**config.mk**
```make
export PLATFORM = sky130hd
export DESIGN_NAME = sram_wr_seq
export DESIGN_NICKNAME = d
export VERILOG_FILES = /design/src/rtl/sram_wr_pkg.sv /design/src/rtl/sram_wr_timer.sv /design/src/rtl/sram_wr_fsm.sv /design/src/rtl/sram_wr_pins.sv /design/src/rtl/sram_wr_seq.sv
export SDC_FILE = /design/constraint.sdc
export NUM_CORES = 1
export LEC_CHECK = 0
export ABC_AREA = 1
export BUFFER_PORTS_ARGS = -buffer_cell sky130_fd_sc_hd__buf_4
export CELL_PAD_IN_SITES_DETAIL_PLACEMENT = 0
export CELL_PAD_IN_SITES_GLOBAL_PLACEMENT = 2
export CORE_ASPECT_RATIO = 0.7
export CORE_UTILIZATION = 29
export CTS_BUF_LIST = sky130_fd_sc_hd__clkbuf_16
export DETAILED_ROUTE_END_ITERATION = 12
export GPL_TIMING_DRIVEN = 0
export PLACE_DENSITY_LB_ADDON = 0.1
export SYNTH_ARGS = -nofsm -noshare
export SYNTH_HDL_FRONTEND = slang
export SYNTH_HIERARCHICAL = 1
export SYNTH_SLANG_ARGS = --single-unit
```
**constraint.sdc**
```tcl
create_clock -name clk -period 2.31 [get_ports clk]
set_clock_uncertainty 0.1 [all_clocks]
set_input_delay 0.231 -clock clk [delete_from_list [all_inputs] [get_ports clk]]
set_output_delay 0.231 -clock clk [all_outputs]
set_load 0.03 [all_outputs]
```
**src/rtl/sram_wr_pkg.sv**
```systemverilog
package sram_wr_pkg;
  typedef enum logic [2:0] {
    ST_IDLE,
    ST_ADDR,
    ST_STROBE,
    ST_HOLD,
    ST_RECOVER
  } phase_e;

  function automatic int imax(int a, int b);
    return (a > b) ? a : b;
  endfunction
endpackage

```
**src/rtl/sram_wr_timer.sv**
```systemverilog
module sram_wr_timer #(
  parameter int CW = 3
) (
  input  logic          clk,
  input  logic          rst_n,
  input  logic          run,
  input  logic [CW-1:0] len,
  output logic [CW-1:0] cnt,
  output logic          last
);
  logic [CW-1:0] cnt_q, cnt_d;

  assign last = run && (cnt_q == len - CW'(1));
  assign cnt  = cnt_q;

  always_comb begin
    cnt_d = cnt_q;
    if (last)     cnt_d = '0;
    else if (run) cnt_d = cnt_q + CW'(1);
  end

  always_ff @(posedge clk or negedge rst_n) begin
    if (!rst_n) cnt_q <= '0;
    else        cnt_q <= cnt_d;
  end

  AST_CNT_BOUND: assert property (@(posedge clk) disable iff (!rst_n)
    run |-> (cnt_q < len));
endmodule

```
**src/rtl/sram_wr_fsm.sv**
```systemverilog
module sram_wr_fsm
  import sram_wr_pkg::*;
#(
  parameter int CW    = 3,
  parameter int T_AS  = 1,
  parameter int T_WP  = 2,
  parameter int T_WHZ = 1,
  parameter int T_DW  = 1,
  parameter int T_DH  = 1,
  parameter int T_WR  = 1
) (
  input  logic          clk,
  input  logic          rst_n,
  input  logic          req_valid,
  input  logic          lat_write,
  input  logic          lat_oe_low,
  input  logic          lat_cs_style,
  input  logic          last,
  output phase_e        state,
  output logic [CW-1:0] phase_len,
  output logic          accept,
  output logic          run,
  output logic          done
);
  localparam int L_WR_OE = imax(T_WP, T_WHZ + T_DW);
  localparam int L_WR    = imax(T_WP, T_DW);
  localparam int L_RD    = T_WP;

  phase_e state_q, state_d;
  logic   done_q, done_d;

  assign state  = state_q;
  assign run    = (state_q != ST_IDLE);
  assign accept = (state_q == ST_IDLE) && req_valid;
  assign done   = done_q;

  always_comb begin
    phase_len = CW'(1);
    case (state_q)
      ST_ADDR:    phase_len = CW'(T_AS);
      ST_STROBE: begin
        if (!lat_write)                     phase_len = CW'(L_RD);
        else if (lat_oe_low && !lat_cs_style) phase_len = CW'(L_WR_OE);
        else                                phase_len = CW'(L_WR);
      end
      ST_HOLD:    phase_len = CW'(T_DH);
      ST_RECOVER: phase_len = CW'(T_WR);
      default:    phase_len = CW'(1);
    endcase
  end

  always_comb begin
    state_d = state_q;
    case (state_q)
      ST_IDLE:    if (req_valid) state_d = ST_ADDR;
      ST_ADDR:    if (last)      state_d = ST_STROBE;
      ST_STROBE:  if (last)      state_d = ST_HOLD;
      ST_HOLD:    if (last)      state_d = ST_RECOVER;
      ST_RECOVER: if (last)      state_d = ST_IDLE;
      default:                   state_d = ST_IDLE;
    endcase
    done_d = (state_q == ST_RECOVER) && last;
  end

  always_ff @(posedge clk or negedge rst_n) begin
    if (!rst_n) begin
      state_q <= ST_IDLE;
      done_q  <= 1'b0;
    end else begin
      state_q <= state_d;
      done_q  <= done_d;
    end
  end

  AST_DONE_SINGLE: assert property (@(posedge clk) disable iff (!rst_n)
    done_q |=> !done_q);
  AST_DONE_AT_REST: assert property (@(posedge clk) disable iff (!rst_n)
    done_q |-> ($past(state_q) == ST_RECOVER));
endmodule

```
**src/rtl/sram_wr_pins.sv**
```systemverilog
module sram_wr_pins
  import sram_wr_pkg::*;
#(
  parameter int CW    = 3,
  parameter int T_WHZ = 1
) (
  input  phase_e        state,
  input  logic [CW-1:0] cnt,
  input  logic          lat_write,
  input  logic          lat_oe_low,
  input  logic          lat_cs_style,
  output logic          cs_act,
  output logic          we_act,
  output logic          oe_act,
  output logic          drive
);
  logic cs_wr;
  logic busy;

  assign cs_wr = lat_write && lat_cs_style;
  assign busy  = (state != ST_IDLE);

  always_comb begin
    cs_act = 1'b0;
    we_act = 1'b0;
    drive  = 1'b0;
    case (state)
      ST_ADDR: begin
        cs_act = !cs_wr;
        we_act = cs_wr;
      end
      ST_STROBE: begin
        cs_act = 1'b1;
        we_act = lat_write;
        drive  = lat_write && (lat_cs_style || !lat_oe_low || (cnt >= CW'(T_WHZ)));
      end
      ST_HOLD: begin
        cs_act = !cs_wr;
        we_act = cs_wr;
        drive  = lat_write;
      end
      ST_RECOVER: cs_act = !cs_wr;
      default: ;
    endcase
    oe_act = busy && (lat_write ? (lat_oe_low && !drive) : 1'b1);
  end
endmodule

```
**src/rtl/sram_wr_seq.sv**
```systemverilog
module sram_wr_seq
  import sram_wr_pkg::*;
#(
  parameter int ADDR_W = 13,
  parameter int DATA_W = 8,
  parameter int T_AS   = 1,
  parameter int T_WP   = 2,
  parameter int T_WHZ  = 1,
  parameter int T_DW   = 1,
  parameter int T_DH   = 1,
  parameter int T_WR   = 1
) (
  input  logic              clk,
  input  logic              rst_n,
  input  logic              req_valid,
  input  logic              req_write,
  input  logic              req_oe_low,
  input  logic              req_cs_style,
  input  logic [ADDR_W-1:0] req_addr,
  input  logic [DATA_W-1:0] req_wdata,
  output logic              done,
  output logic [ADDR_W-1:0] mem_addr,
  output logic              mem_cs1_n,
  output logic              mem_cs2,
  output logic              mem_we_n,
  output logic              mem_oe_n,
  output logic [DATA_W-1:0] mem_dq_out,
  output logic              mem_dq_oe
);
  localparam int MAXLEN = imax(imax(imax(T_AS, T_DH), T_WR), imax(T_WP, T_WHZ + T_DW));
  localparam int CW     = $clog2(MAXLEN + 1);

  logic [1:0]        rs_q;
  logic              rst_sn;
  phase_e            state;
  logic [CW-1:0]     phase_len, cnt;
  logic              accept, run, last;
  logic              lat_write, lat_oe_low, lat_cs_style;
  logic [ADDR_W-1:0] lat_addr;
  logic [DATA_W-1:0] lat_data;
  logic              cs_act, we_act, oe_act, drive;

  always_ff @(posedge clk or negedge rst_n) begin
    if (!rst_n) rs_q <= 2'b00;
    else        rs_q <= {rs_q[0], 1'b1};
  end
  assign rst_sn = rs_q[1];

  always_ff @(posedge clk or negedge rst_sn) begin
    if (!rst_sn) begin
      lat_write    <= 1'b0;
      lat_oe_low   <= 1'b0;
      lat_cs_style <= 1'b0;
      lat_addr     <= '0;
      lat_data     <= '0;
    end else if (accept) begin
      lat_write    <= req_write;
      lat_oe_low   <= req_oe_low;
      lat_cs_style <= req_cs_style;
      lat_addr     <= req_addr;
      lat_data     <= req_wdata;
    end
  end

  sram_wr_fsm #(
    .CW(CW), .T_AS(T_AS), .T_WP(T_WP), .T_WHZ(T_WHZ),
    .T_DW(T_DW), .T_DH(T_DH), .T_WR(T_WR)
  ) fsm_i (
    .clk(clk), .rst_n(rst_sn), .req_valid(req_valid),
    .lat_write(lat_write), .lat_oe_low(lat_oe_low), .lat_cs_style(lat_cs_style),
    .last(last), .state(state), .phase_len(phase_len),
    .accept(accept), .run(run), .done(done)
  );

  sram_wr_timer #(.CW(CW)) timer_i (
    .clk(clk), .rst_n(rst_sn), .run(run), .len(phase_len),
    .cnt(cnt), .last(last)
  );

  sram_wr_pins #(.CW(CW), .T_WHZ(T_WHZ)) pins_i (
    .state(state), .cnt(cnt), .lat_write(lat_write),
    .lat_oe_low(lat_oe_low), .lat_cs_style(lat_cs_style),
    .cs_act(cs_act), .we_act(we_act), .oe_act(oe_act), .drive(drive)
  );

  assign mem_addr   = lat_addr;
  assign mem_dq_out = lat_data;
  assign mem_cs1_n  = !cs_act;
  assign mem_cs2    = cs_act;
  assign mem_we_n   = !we_act;
  assign mem_oe_n   = !oe_act;
  assign mem_dq_oe  = drive;

  logic          wr_act;
  logic [CW-1:0] su_q;
  assign wr_act = !mem_we_n && !mem_cs1_n && mem_cs2;

  always_ff @(posedge clk or negedge rst_sn) begin
    if (!rst_sn)                  su_q <= '0;
    else if (!wr_act)             su_q <= '0;
    else if (mem_dq_oe && (su_q != {CW{1'b1}})) su_q <= su_q + CW'(1);
  end

  AST_BUS_EXCLUSIVE: assert property (@(posedge clk) disable iff (!rst_sn)
    !(mem_dq_oe && !mem_oe_n));
  AST_ADDR_QUIET: assert property (@(posedge clk) disable iff (!rst_sn)
    (mem_addr != $past(mem_addr)) |-> ($past(mem_we_n) || $past(mem_cs1_n) || !$past(mem_cs2)));
  AST_DATA_SETUP: assert property (@(posedge clk) disable iff (!rst_sn)
    $fell(wr_act) |-> (mem_dq_oe && (su_q >= CW'(T_DW))));
  AST_CS_AFTER_WE: assert property (@(posedge clk) disable iff (!rst_sn)
    (lat_write && lat_cs_style && $fell(mem_cs1_n)) |-> !mem_we_n);
  AST_READ_NO_DRIVE: assert property (@(posedge clk) disable iff (!rst_sn)
    !lat_write |-> (mem_we_n && !mem_dq_oe));
  AST_SELECT_PAIR: assert property (@(posedge clk) disable iff (!rst_sn)
    mem_cs2 == !mem_cs1_n);
endmodule

```
### Yosys cells after proc, flatten, opt, wreduce, memory -nomap -nowiden

Cells that the tools add are included.

* $mul: 0
* shift operators: 0
* $add $sub $neg: 2
* reduce and logical (&&, ||, !) cells: 21
* order comparisons: 1
* bitwise logic cells: 0
* divide/modulo/power cells: 0
* multiplexer cells: 13
* equal/unequal tests: 10

Operator list (count)
* 3-bit two-way mux: 5
* 3-bit case mux with 5 select lines: 1
* 2-bit by 1-bit != test with 1-bit output (second input constant): 4
* 1-bit logical AND: 7
* 3-bit by 2-bit equality test with 1-bit output (second input constant): 2
* 1-bit zero test: 6
* 2-bit two-way mux: 3
* 1-bit case mux with 2 select lines: 3
* 5-bit AND reduction: 1
* 3-bit by 1-bit equality test with 1-bit output (second input constant): 1
* 3-bit equality test (second input constant): 1
* 3-bit zero test: 1
* 3-bit nonzero test: 1
* 3-bit OR reduction: 1
* 2-bit by 1-bit adder with 2-bit output (second input constant): 1
* 2-bit equality test: 1
* 2-bit by 1-bit greater-or-equal comparator with 1-bit output (second input constant): 1
* 1-bit logical OR: 2
* 2-bit != test (second input constant): 1
* 2-bit nonzero test: 1
* 2-bit OR reduction: 1
* 2-bit by 1-bit subtractor with 2-bit output (second input constant): 1
* 1-bit two-way mux: 1

* memory bits (writable): 0
* input port bits: 27
* memories kept: 0
* word-level logic and storage cells: 56
* register bits: 32
* bits in latches: 0
* memory bits (read-only): 0
* output and inout bits: 27

### Logic depth before layout (Yosys ltp)

* word-level depth: 10
* mapped depth: 13
* gate-level depth less buffers: 13

### Modules after synthesis

Netlist, hierarchy kept.

By module, submodules not included
* sram_wr_seq: cells each 108, times used 1, seq. area each 650.6 um^2, area each 1039.7 um^2
* sram_wr_fsm: cells each 32, times used 1, seq. area each 100.1 um^2, area each 234.0 um^2
* sram_wr_timer: cells each 20, times used 1, seq. area each 50.0 um^2, area each 148.9 um^2
* sram_wr_pins: cells each 23, times used 1, seq. area each 0.0 um^2, area each 100.1 um^2

### Least setup slack after synthesis

No wires, ideal clock.

* path kind: flip-flop to flip-flop
* start: reg fsm_i.state_q[0] (netlist: fsm_i/state[0])
* end: reg fsm_i.state_q[1] (netlist: fsm_i/state[1])
* path slack: 640 ps
* arrival: 1453 ps
* required time: 2094 ps
* buffers on the path: 0
* cell stages (with the launch flop): 13
* library setup time: 116 ps
* clock period less this slack: 1670 ps
* path through: dfrtp_1 > nor2_4 > nand2_1 > inv_1 > inv_1 > nand2_1 > nand3_2 > a21boi_2 > inv_1 > nand2_1 > nand2_2 > nand2_1 > nand2_1

* cells in the longest elaborated chain, start to end: 7
* elaborated cells on any way between the ends: 17
* those cells by class: add/sub: 1; eq/ne: 10; mux: 2; reduce/logical: 4

Ends and longest elaborated chain
* start: declaration: RTL line sram_wr_fsm.sv:29 `phase_e state_q, state_d;`
* start signal: assignment: RTL line sram_wr_fsm.sv:70 `state_q <= state_d;`
* 3-bit by 2-bit equality test with 1-bit output (*): RTL line sram_wr_fsm.sv:39 `case (state_q)`
* 2-bit two-way mux (*): RTL line sram_wr_fsm.sv:39
* via phase_len[0]: RTL line sram_wr_seq.sv:36 `logic [CW-1:0] phase_len, cnt;`
* 2-bit by 1-bit subtractor with 2-bit output (*): RTL line sram_wr_timer.sv:13 `assign last = run && (cnt_q == len - CW'(1));`
* 2-bit equality test (*): RTL line sram_wr_timer.sv:13
* 1-bit logical AND (*): RTL line sram_wr_timer.sv:13
* via last: RTL line sram_wr_seq.sv:37 `logic accept, run, last;`
* 2-bit by 1-bit != test with 1-bit output (no source line)
* 5-bit AND reduction (no source line) (*)

Mark *: on every way through the listed nets, which the timed path passes. The rest lies on a longest branch.
A chain may end at the register's enable or synchronous reset.

### Final worst setup path

* start: reg fsm_i.state_q[1] (netlist: fsm_i/state[1])
* end: reg fsm_i.state_q[0] (netlist: fsm_i/state[0])

* elaborated cells on any way between the ends: 17
* those cells by class: add/sub: 1; eq/ne: 10; mux: 2; reduce/logical: 4

RTL lines
* 3-bit nonzero test (*): RTL line sram_wr_fsm.sv:33 `assign run = (state_q != ST_IDLE);`
* via run: RTL line sram_wr_seq.sv:37
* 1-bit logical AND (*): RTL line sram_wr_timer.sv:13
* via last: RTL line sram_wr_seq.sv:37
* 2-bit by 1-bit != test with 1-bit output (no source line)
* 5-bit AND reduction (no source line) (*)

Marks and branches as above.

==> impl_summary.log <==
[metrics] initial antenna violation count: 0
[metrics] Final Non-Filler Cells: 313
[metrics] Data required, critical path: 2.42 ns
[metrics] worst skew pair latency: 0.27 ns
[metrics] routed wire length per instance: between 10 and 15 µm
[metrics] maximum capacitance violations: 0
[metrics] H-tree depth reported by CTS: 2
[metrics] reg2reg setup slack: 0.31 ns
[metrics] maximum number of pins on one net before global-route repair: 31
[metrics] TritonCTS clock tree: built
[metrics] crit path time final: around 2 ns
[metrics] Initial DRT Pass Iterations: 4
[metrics] fin. max-slew vios: 0
[metrics] number of nets in the layout: 271
[metrics] cells on worst reg2reg path: 10
[metrics] setup repair after global routing missed its margin: false
[metrics] synth-to-layout area growth: 41.3%
[metrics] Max-Slew Margin vs Limit: 0.545
[metrics] post-synthesis cell count: 183
[metrics] buffer cell driving the clock tree root: clkbuf_16
[metrics] setup total negative slack: 0 ns
[metrics] via density per instance: 4.13
[metrics] floorplan die area: 0.00555 mm²
[metrics] post-detailed-routing wire length: 3360 µm
[metrics] Die Span Y: 62.6 µm
[metrics] total global routing track utilization: 0.133
[metrics] total grt overflow: 0
[metrics] Primary FF master, synth: dfrtp_1
[metrics] count of input and output buffers: 53
[metrics] syn_nets: 210
[metrics] upper clock frequency limit: 501 MHz
[metrics] Async S/R FF share, synth: 1.00
[metrics] CP arrival: 2.10 ns
[metrics] Inserted Diodes: 0
[metrics] startpoint-to-endpoint class of the critical path: register to register
[metrics] endpoints failing setup: 0
[metrics] DP HPWL: 2560 µm
[metrics] post-detailed-route DRC marker count: 0
[metrics] number of endpoints with negative hold slack in the final report: 0
[metrics] Post CTS Setup Buffer Count: 0
[metrics] Floorplan Core Area: 0.00491 mm²
[metrics] Critical Path Source: fsm_i/state[1]
[metrics] number of sinks on the clock net: 32
[metrics] number of global-route vias before repair: 1272
[metrics] fraction of layout instances using a drive strength above 1: 0.352
[metrics] kind of end point of the critical path: register
[metrics] portion of the post-synthesis area used by sequential elements: 0.526
[metrics] maximum root-to-sink buffer count: 2
[metrics] Hold Path Class: primary input to register
[metrics] destination of the critical timing path: fsm_i/state[0]
[metrics] reg-to-reg critical path endpoint: fsm_i/state[0]
[metrics] Pwr Density: 1670 mW/mm²
[metrics] startpoint types: register
[metrics] number of buffers added by the clock tree synthesis step: 5
[metrics] Worst Path Max Fanout: 8
[metrics] total via count after detailed routing: between 1000 and 1500
[metrics] slew of the pin with the lowest slew margin: 0.682 ns
[metrics] number of synthesized flops with an enable pin: 0
[metrics] source of the worst register-to-register timing path: fsm_i/state[1]
[metrics] outcome: completed
[metrics] Final Cycle Share: 0.864
[metrics] Yosys Warn Count: 6
[metrics] initial DRC count: 20
[metrics] count of pins on the block boundary: 54
[metrics] clock transition at the register clock pins on the worst setup and hold paths after CTS: 0.05 ns
[metrics] leak pwr: 0.00120 µW
[metrics] number of rows in the core area: 21
[metrics] routability cong.: 0.736
[metrics] antenna viol nets, final: 0
[metrics] # fillers: 507
[metrics] Inst Count DP: 305
[metrics] post-synthesis sequential element count: 32
[metrics] initial cell density of the core: 0.310
[metrics] count of different cell masters after synthesis: 25
[metrics] maximum vdd drop: between 0.0006 and 0.0007 V
[metrics] floorplan die width: 88.6 µm
[metrics] area of the mapped netlist: 0.00152 mm²
[metrics] Syn Area/Cell: 8.32 µm²
[metrics] wire length of the first global-routing pass: 5600 µm
[metrics] post_cts resized: 0
## cell families after synthesis
| family | count (synthesis) | share of synthesized area |
|---|---|---|
| buf+inv | 24 | 0.0961 |
| other cells | 1 | 0.00246 |
| compound gates | 9 | 0.0378 |
| xor+xnor | 1 | 0.00575 |
| flops | 32 | 0.526 |
| simple gates | 116 | 0.332 |
## Yosys cell counts, types with 2 or more instances
cell type | number | area [µm²]
a21oi_1 | 4 | 20.0
buf_6 | 3 | 33.8
dfrtp_1 | 32 | 801
inv_1 | 16 | 60.1
inv_2 | 2 | 7.51
nand2_1 | 86 | 323
nand2_2 | 13 | 81.3
nand3_1 | 6 | 30.0
nand3_2 | 2 | 20.0
nor2_1 | 3 | 11.3
nor3_1 | 2 | 10.0
## worst min path at each step
stage	start	end	slack, ns	depth (start not counted)
after global routing	req_addr[6]	mem_addr[6]	0.07	3
after floorplan	rst_n	rs_q[0]	-0.16	0
after detailed placement	rst_n	rs_q[0]	-0.09	1
final	req_addr[9]	mem_addr[9]	0.06	3
after CTS	req_addr[9]	mem_addr[9]	0.05	3
after global placement	rst_n	rs_q[0]	-0.09	1
## cells in the final DEF, fill, tap and decap left out, drive strengths merged
cell	n
nor2	5
a21oi	4
buf	57
clkinv	1
xor2	1
nor3	2
o21ai	1
dlygate4sd3	1
nand4	1
nand3	8
a21boi	2
and2	1
o22ai	1
clkbuf	6
conb	1
o31ai	1
inv	20
nand2	99
dfrtp	32
## per-stage QoR
step           total power, µW  utilization  hold WS [ns]  setup WS, ns  cell area (µm²)
6_report                  3590        0.438        0.0572         0.314             2150
5_1_grt                   3900        0.438        0.0652        0.0972             2150
4_1_cts                   3640        0.438        0.0545         0.328             2150
3_5_place_dp              3030        0.408       -0.0850         0.338             2010
3_3_place_gp              2970        0.408       -0.0864         0.435             2010
2_1_floorplan             2380            -        -0.165         0.640             1520
## metal layers
layer | vias to the layer above | track usage | wire length [µm]
met2 | 42 | 0.205 | 1470
met5 | - | 0 | 0
met1 | 573 | 0.172 | 1620
met3 | 2 | 0.0515 | 254
met4 | 0 | 0.0423 | 16
li1 | 675 | - | -
## power breakdown
| group | total [µW] | internal [µW] | switching [µW] |
|---|---|---|---|
| clock network | 595 | 386 | 210 |
| logic | 1960 | 738 | 1220 |
| registers | 1040 | 814 | 225 |
| total | 3590 | 1940 | 1660 |
## sequential cells by signal, summed over array words and instances, names as in the netlist
signal        flops
lat_oe_low        1
fsm_i/done        1
mem_addr         13
fsm_i/state       3
mem_dq_out        8
lat_cs_style      1
timer_i/cnt       2
rs_q              2
lat_write         1
## critical path, cell delays in order, from the launching register on
cell      delay (ns)
dfrtp_1         0.49
inv_1           0.16
nand2_2         0.14
a21boi_0        0.27
a21boi_2        0.33
inv_1           0.12
nand2_1         0.10
nand2_2         0.06
nand2_2         0.06
nand2_1         0.05
nand2_1         0.05
## area by class of cell
type,count,area (µm²),area share
flip-flops and latches,32,802,0.373
multi-input cells,127,576,0.267
repair buffers,54,408,0.190
clock buffers,5,125,0.0581
well taps,69,86.3,0.0401
inverters,19,78.8,0.0366
plain buffers,5,67.6,0.0314
clock inverters,2,8.76,0.00407
## timing repair
| item | CTS | global route |
|---|---|---|
| hold buffers | 1 | 0 |
| hold endpoints to repair | 2 | 0 |
| endpoints found under the setup margin | 0 | 0 |
Power figures use the tool's default switching activity.
